==> config.mk <==
export PLATFORM = sky130hd
export DESIGN_NAME = i2c_byte_master
export DESIGN_NICKNAME = d
export VERILOG_FILES = /design/src/rtl/i2c_byte_master.sv
export SDC_FILE = /design/constraint.sdc
export NUM_CORES = 1
export LEC_CHECK = 0
export ABC_AREA = 0
export CELL_PAD_IN_SITES_DETAIL_PLACEMENT = 0
export CELL_PAD_IN_SITES_GLOBAL_PLACEMENT = 2
export CORE_UTILIZATION = 35
export DETAILED_ROUTE_END_ITERATION = 10
export GPL_TIMING_DRIVEN = 0
export PLACE_DENSITY = 0.86
export RECOVER_POWER = 50
export SLEW_MARGIN = 10
export SYNTH_ARGS = -nofsm -noshare
export SYNTH_HDL_FRONTEND = slang
export SYNTH_SLANG_ARGS = --single-unit
==> constraint.sdc <==
create_clock -name clk -period 3.45 [get_ports clk]
set_input_delay 0.69 -clock clk [delete_from_list [all_inputs] [get_ports clk]]
set_output_delay 0.69 -clock clk [all_outputs]
set_load 0.005 [all_outputs]
==> src/rtl/i2c_byte_master.sv <==
module i2c_byte_master #(
  parameter int DIVW = 9
) (
  input  logic            clk,
  input  logic            rst_n,
  input  logic            cmd_valid,
  input  logic [7:0]      cmd,
  input  logic            tx_wr,
  input  logic [7:0]      tx_data,
  input  logic [DIVW-1:0] div,
  input  logic            sda_in,
  output logic            scl_oe,
  output logic            sda_oe,
  output logic [7:0]      state,
  output logic [7:0]      rx_data
);

  localparam logic [2:0] P_IDLE    = 3'd0;
  localparam logic [2:0] P_START   = 3'd2;
  localparam logic [2:0] P_ADDR    = 3'd3;
  localparam logic [2:0] P_ADDRACK = 3'd4;
  localparam logic [2:0] P_DATA    = 3'd5;
  localparam logic [2:0] P_DATAACK = 3'd6;

  typedef enum logic [2:0] {K_NONE, K_START, K_XFER, K_RACK, K_STOP} kind_t;

  kind_t           kind;
  logic [2:0]      phase, q;
  logic [DIVW-1:0] dcnt;
  logic [3:0]      bitn;
  logic [7:0]      shreg, txh, rx_q;
  logic            txh_v, rd_mode, nacked, master, xmit, ack_bit, smp;
  logic            scl_lo, sda_lo;

  wire c_start  = cmd_valid & cmd[0];
  wire c_stop   = cmd_valid & cmd[1];
  wire c_ack    = cmd_valid & cmd[2];
  wire c_nack   = cmd_valid & cmd[3];
  wire c_abort  = cmd_valid & cmd[5];
  wire c_cleartx = cmd_valid & cmd[6];
  logic unused_cmd;
  assign unused_cmd = cmd[4] ^ cmd[7];

  wire tick     = (kind != K_NONE) && (dcnt == div);
  wire slot_end = tick && (q == 3'd7);
  wire hold     = master && (kind == K_NONE);
  wire ackph    = (phase == P_ADDRACK) || (phase == P_DATAACK);
  wire can_start = (kind == K_NONE) && ((phase == P_IDLE) || hold);
  wire go_tx    = hold && txh_v && ((phase == P_START) || (ackph && !nacked && !rd_mode));
  wire go_rx    = hold && ackph && !nacked && rd_mode;
  wire scl_bit  = (q < 3'd2) || (q >= 3'd6);

  always_comb begin
    case (kind)
      K_START: begin scl_lo = (master && q < 3'd2) || q >= 3'd6; sda_lo = q >= 3'd4; end
      K_XFER:  begin scl_lo = scl_bit; sda_lo = (bitn < 4'd8) && xmit && !shreg[7]; end
      K_RACK:  begin scl_lo = scl_bit; sda_lo = ack_bit; end
      K_STOP:  begin scl_lo = q < 3'd2; sda_lo = q < 3'd5; end
      default: begin scl_lo = master; sda_lo = 1'b0; end
    endcase
  end

  assign scl_oe  = scl_lo;
  assign sda_oe  = sda_lo;
  assign rx_data = rx_q;
  assign state   = {phase, hold, nacked, master & ~rd_mode, master, phase != P_IDLE};

  always_ff @(posedge clk or negedge rst_n) begin
    if (!rst_n) begin
      kind <= K_NONE; phase <= P_IDLE; q <= '0; dcnt <= '0; bitn <= '0;
      shreg <= '0; txh <= '0; rx_q <= '0; txh_v <= 1'b0; rd_mode <= 1'b0;
      nacked <= 1'b0; master <= 1'b0; xmit <= 1'b0; ack_bit <= 1'b0; smp <= 1'b0;
    end else begin
      if (tx_wr) begin txh <= tx_data; txh_v <= 1'b1; end
      if (c_cleartx) txh_v <= 1'b0;
      if (kind == K_NONE || tick) dcnt <= '0;
      else dcnt <= dcnt + 1'b1;
      if (tick) q <= q + 3'd1;
      if (tick && q == 3'd4) begin
        smp <= sda_in;
        if (kind == K_XFER && !xmit) shreg <= {shreg[6:0], sda_in};
      end
      if (c_abort) begin
        kind <= K_NONE; phase <= P_IDLE; master <= 1'b0; txh_v <= 1'b0; q <= '0;
      end else if (kind == K_NONE) begin
        q <= '0;
        if (c_start && can_start) begin
          kind <= K_START; phase <= P_START; rd_mode <= 1'b0; nacked <= 1'b0;
        end else if (c_stop && hold) begin
          kind <= K_STOP;
        end else if ((c_ack || c_nack) && hold && phase == P_DATA && rd_mode) begin
          kind <= K_RACK; ack_bit <= c_ack;
        end else if (go_tx) begin
          kind <= K_XFER; xmit <= 1'b1; bitn <= '0; shreg <= txh; txh_v <= 1'b0;
          phase <= (phase == P_START) ? P_ADDR : P_DATA;
          if (phase == P_START) rd_mode <= txh[0];
        end else if (go_rx) begin
          kind <= K_XFER; xmit <= 1'b0; bitn <= '0; phase <= P_DATA;
        end
      end else if (slot_end) begin
        case (kind)
          K_START: begin master <= 1'b1; kind <= K_NONE; end
          K_XFER: begin
            if (xmit && bitn < 4'd8) begin
              shreg <= {shreg[6:0], 1'b0}; bitn <= bitn + 4'd1;
            end else if (xmit) begin
              nacked <= smp; kind <= K_NONE;
              phase <= (phase == P_ADDR) ? P_ADDRACK : P_DATAACK;
            end else if (bitn < 4'd7) begin
              bitn <= bitn + 4'd1;
            end else begin
              rx_q <= shreg; kind <= K_NONE;
            end
          end
          K_RACK: begin nacked <= smp; phase <= P_DATAACK; kind <= K_NONE; end
          K_STOP: begin master <= 1'b0; nacked <= 1'b0; phase <= P_IDLE; kind <= K_NONE; end
          default: kind <= K_NONE;
        endcase
      end
    end
  end

  wire in_slot = (kind == K_XFER) || (kind == K_RACK);

  // data on SDA never moves while SCL is released inside a bit slot
  a_r5_sda_steady_scl_high: assert property (@(posedge clk) disable iff (!rst_n)
    (in_slot && $past(in_slot) && !scl_oe && $past(!scl_oe)) |-> $stable(sda_oe));

  // after a NACK the engine only leaves the hold on START, STOP or ABORT
  a_r6_nack_holds: assert property (@(posedge clk) disable iff (!rst_n)
    (hold && nacked && !(cmd_valid && (cmd[0] || cmd[1] || cmd[5])))
      |=> (kind == K_NONE && phase == $past(phase)));

  // received byte is stable while software decides
  a_r7_rx_stable_hold: assert property (@(posedge clk) disable iff (!rst_n)
    (phase == P_DATA && hold) |=> $stable(rx_data));

  // end of a stop slot leaves the bus idle
  a_r8_stop_idles: assert property (@(posedge clk) disable iff (!rst_n)
    ($past(kind) == K_STOP && kind == K_NONE) |-> (phase == P_IDLE && !master));

  // abort releases everything in the next cycle
  a_r9_abort_idles: assert property (@(posedge clk) disable iff (!rst_n)
    (cmd_valid && cmd[5]) |=> (phase == P_IDLE && !scl_oe && !sda_oe));

endmodule

==> impl_metrics.env <==
export IMPL_worst_setup_path_start_kind="flop"
export IMPL_htreeDepth=2
export IMPL_hp_class="flop to flop"
export IMPL_dieArea_um2=9160
export IMPL_clockBufferDepth=2
export IMPL_rows=33
export IMPL_diodes=0
export IMPL_grt_pass1_vias=2385
export IMPL_period_needed_ns=2.90
export IMPL_placedCellCount=457
export IMPL_fin_skew_ns=0.00731
export IMPL_drive_gt1_share_pct=16.7
export IMPL_placed_cell_area_um2=3660
export IMPL_synth_compound_area_share_pct=15.1
export IMPL_drtAntennaViolNets=0
export IMPL_final_area_um2=3770
export IMPL_ctsResizeCount=0
export IMPL_path_clk_slew_ns=0.10
export IMPL_cts_sinks=53
export IMPL_syn_inst=307
export IMPL_hpwl_mm=5.36
export IMPL_netlist_area_leader_share_pct=43.1
export IMPL_final_nets=394
export IMPL_grt_first_pass_wirelength_mm=12.1
export IMPL_antenna_found_initial=0
export IMPL_ys_ff_latch=53
export IMPL_drc=0
export IMPL_synth_adder_area_share_pct=2.04
export IMPL_finalSetupViolCount=0
export IMPL_worst_setup_path_end_kind="output port"
export IMPL_ys_top_cells_by_count="53 x dfrtp_1, 27 x nor2_1, 25 x nand2_1, 20 x mux2_2, 16 x nand3_1"
export IMPL_io_buffers=44
export IMPL_synthXorXnorAreaFrac_pct=4.84
export IMPL_power_density_nw_per_um2=457
export IMPL_maxCapViolCount=0
export IMPL_drv_slew=0
export IMPL_synthSimpleGateAreaFrac_pct=22.3
export IMPL_slew_headroom_pct=9.66
export IMPL_globalRouteTotalUtil_pct=17.4
export IMPL_cts_root_buf="clkbuf_8"
export IMPL_muxShareOfSynthArea_pct=8.67
export IMPL_seq_area_frac_synth_pct=43.1
export IMPL_run_status="complete, no violations"
export IMPL_wire_per_inst_um=15.2
export IMPL_yosysTopAreaCell="dfrtp_1"
export IMPL_post_synth_top_count_cell="dfrtp_1"
export IMPL_ys_top_cells_by_area="dfrtp_1 43%, mux2_2 7.3%, xor2_1 3.7%"
export IMPL_num_vias=2475
export IMPL_fillers=820
export IMPL_ir_drop_mv=0.196
export IMPL_syn_num_nets=342
export IMPL_area_delta_synth_final_pct=22.7
export IMPL_synth_top_family_by_area="simple AND/OR/NAND/NOR gates"
export IMPL_cp_required_ns=2.76
export IMPL_drt_iter0_markers=94
export IMPL_cts_made_buffers=5
export IMPL_rsz0062_at_grt="no"
export IMPL_synth_cell_type_count=63
export IMPL_core_um2=8340
export IMPL_route_met3_wl_um=356
export IMPL_ys_flop_type="dfrtp_1"
export IMPL_pin_count=48
export IMPL_overflow=0
export IMPL_critPathArrivalTime_ns=2.21
export IMPL_postCtsSetupBuffers=0
export IMPL_cts_tree="built"
export IMPL_vias_per_cell=5.32
export IMPL_crit_fanout=9
export IMPL_yosysWarningCount=0
export IMPL_floorplan_initialDensity_pct=36.9
export IMPL_wirelength_mm=7.05
export IMPL_synth_edf_count=0
export IMPL_tns_ns=0
export IMPL_first_pass_iters=4
export IMPL_holdWs_ns=0.517
export IMPL_fmax_mhz=345
export IMPL_worst_pin_slew_ns=1.36
export IMPL_hold_buffers=0
export IMPL_finalCritPeriodShare_pct=84.0
export IMPL_grt_max_degree=32
export IMPL_top_layer_used="met4"
export IMPL_met2_length_mm=3.20
export IMPL_globalplace_congestion=0.796
export IMPL_final_cells=465
export IMPL_die_h_um=95.7
export IMPL_worstSetupPathType="flop to output port"
export IMPL_die_x_um=95.7
export IMPL_syn_avg_cell_area_um2=10.0
export IMPL_clkLatencyLatePin_ns=0.31
export IMPL_wl_met1_mm=3.36
export IMPL_hold_viol=0
export IMPL_synthesis_area_um2=3070
export IMPL_total_power_mw=1.72
export IMPL_power_leakage_nw=1.64
export IMPL_synth_async_reset_ratio_pct=100
[metrics by stage]
step                utilization [%]  worst slack (ns)
finish                         45.2             0.552
global route                   45.2             0.368
CTS                            45.2             0.563
detailed placement             43.9             0.440
global placement               43.7            0.0110
floorplan                         -              1.19
[worst paths after layout]
check	slack [ns]	endpoint	cells after the start	start
max	0.55	scl_oe	7	q[1]
min	0.52	txh[2]	1	txh[2]
min in group asynchronous	0.66	rd_mode	1	rst_n
max in group asynchronous	1.99	dcnt[4]	2	rst_n
min reg2reg	0.52	txh[2]	1	txh[2]
max reg2reg	1.09	phase[2]	6	kind[1]
[state kept, by name, indices dropped and copies added, names as in the netlist, 3 cells and up]
name	cells
shreg	8
bitn	4
txh	8
kind	3
phase	3
q	3
dcnt	9
rx_data	8
[routing by layer]
layer | up-vias | global-route usage (%)
met4 | 0 | 5.22
met1 | 1183 | 24.4
met5 | - | 0
met3 | 8 | 2.84
li1 | 1216 | -
met2 | 68 | 27.8
[cell usage in the layout, fill, tap and decap left out, types with 2 or more instances in the layout]
| cell type | instances |
|---|---|
| a211oi_1 | 8 |
| a211oi_2 | 4 |
| a21o_1 | 2 |
| a21oi_1 | 10 |
| a22o_1 | 2 |
| a31oi_1 | 4 |
| and2_1 | 2 |
| and3_1 | 7 |
| and3b_1 | 2 |
| buf_2 | 3 |
| buf_4 | 3 |
| buf_6 | 2 |
| clkbuf_1 | 7 |
| clkbuf_8 | 5 |
| clkdlybuf4s50_1 | 43 |
| dfrtp_1 | 53 |
| ha_1 | 5 |
| inv_1 | 10 |
| mux2_2 | 20 |
| mux2i_1 | 3 |
| nand2_1 | 25 |
| nand2b_1 | 3 |
| nand3_1 | 16 |
| nand4_1 | 5 |
| nor2_1 | 27 |
| nor2b_1 | 6 |
| nor3_1 | 4 |
| nor3_4 | 2 |
| nor3b_1 | 2 |
| nor4_1 | 2 |
| o21ai_0 | 15 |
| o2bb2ai_1 | 6 |
| xnor2_1 | 4 |
| xor2_1 | 13 |
[layout make-up]
cell class	count	area, um2	area share [%]
tap	105	131	3.48
timing repair buffer	45	454	12.0
multi-input combinational	230	1630	43.2
inverter	10	37.5	0.995
clock inverter	3	43.8	1.16
sequential	53	1330	35.2
buffer	14	82.6	2.19
clock buffer	5	68.8	1.82
[power breakdown]
part,leakage [nW],internal (mW),switching (mW)
clock network,0.0585,0.218,0.222
logic,0.879,0.236,0.313
registers,0.705,0.670,0.0657
total,1.64,1.12,0.601
[kinds of logic (layout without fill, tap and decap cells)]
group | Yosys count | count (layout)
adders and majority gates | 5 | 5
buffers and inverters | 24 | 77
DFF | 53 | 53
AOI/OAI and AO/OA | 65 | 65
and+or+nand+nor | 119 | 119
xor gates and xnor gates | 17 | 17
muxes | 24 | 24
[worst max-delay path: stages, from the launching register on]
cell	delay (ns)
dfrtp_1	0.50
ha_1	0.23
nor3b_1	0.05
o21ai_0	0.18
o21ai_0	0.13
nor2b_1	0.16
o22ai_1	0.14
clkdlybuf4s50_1	0.52
Note: power is estimated with default switching activity, not from simulation.
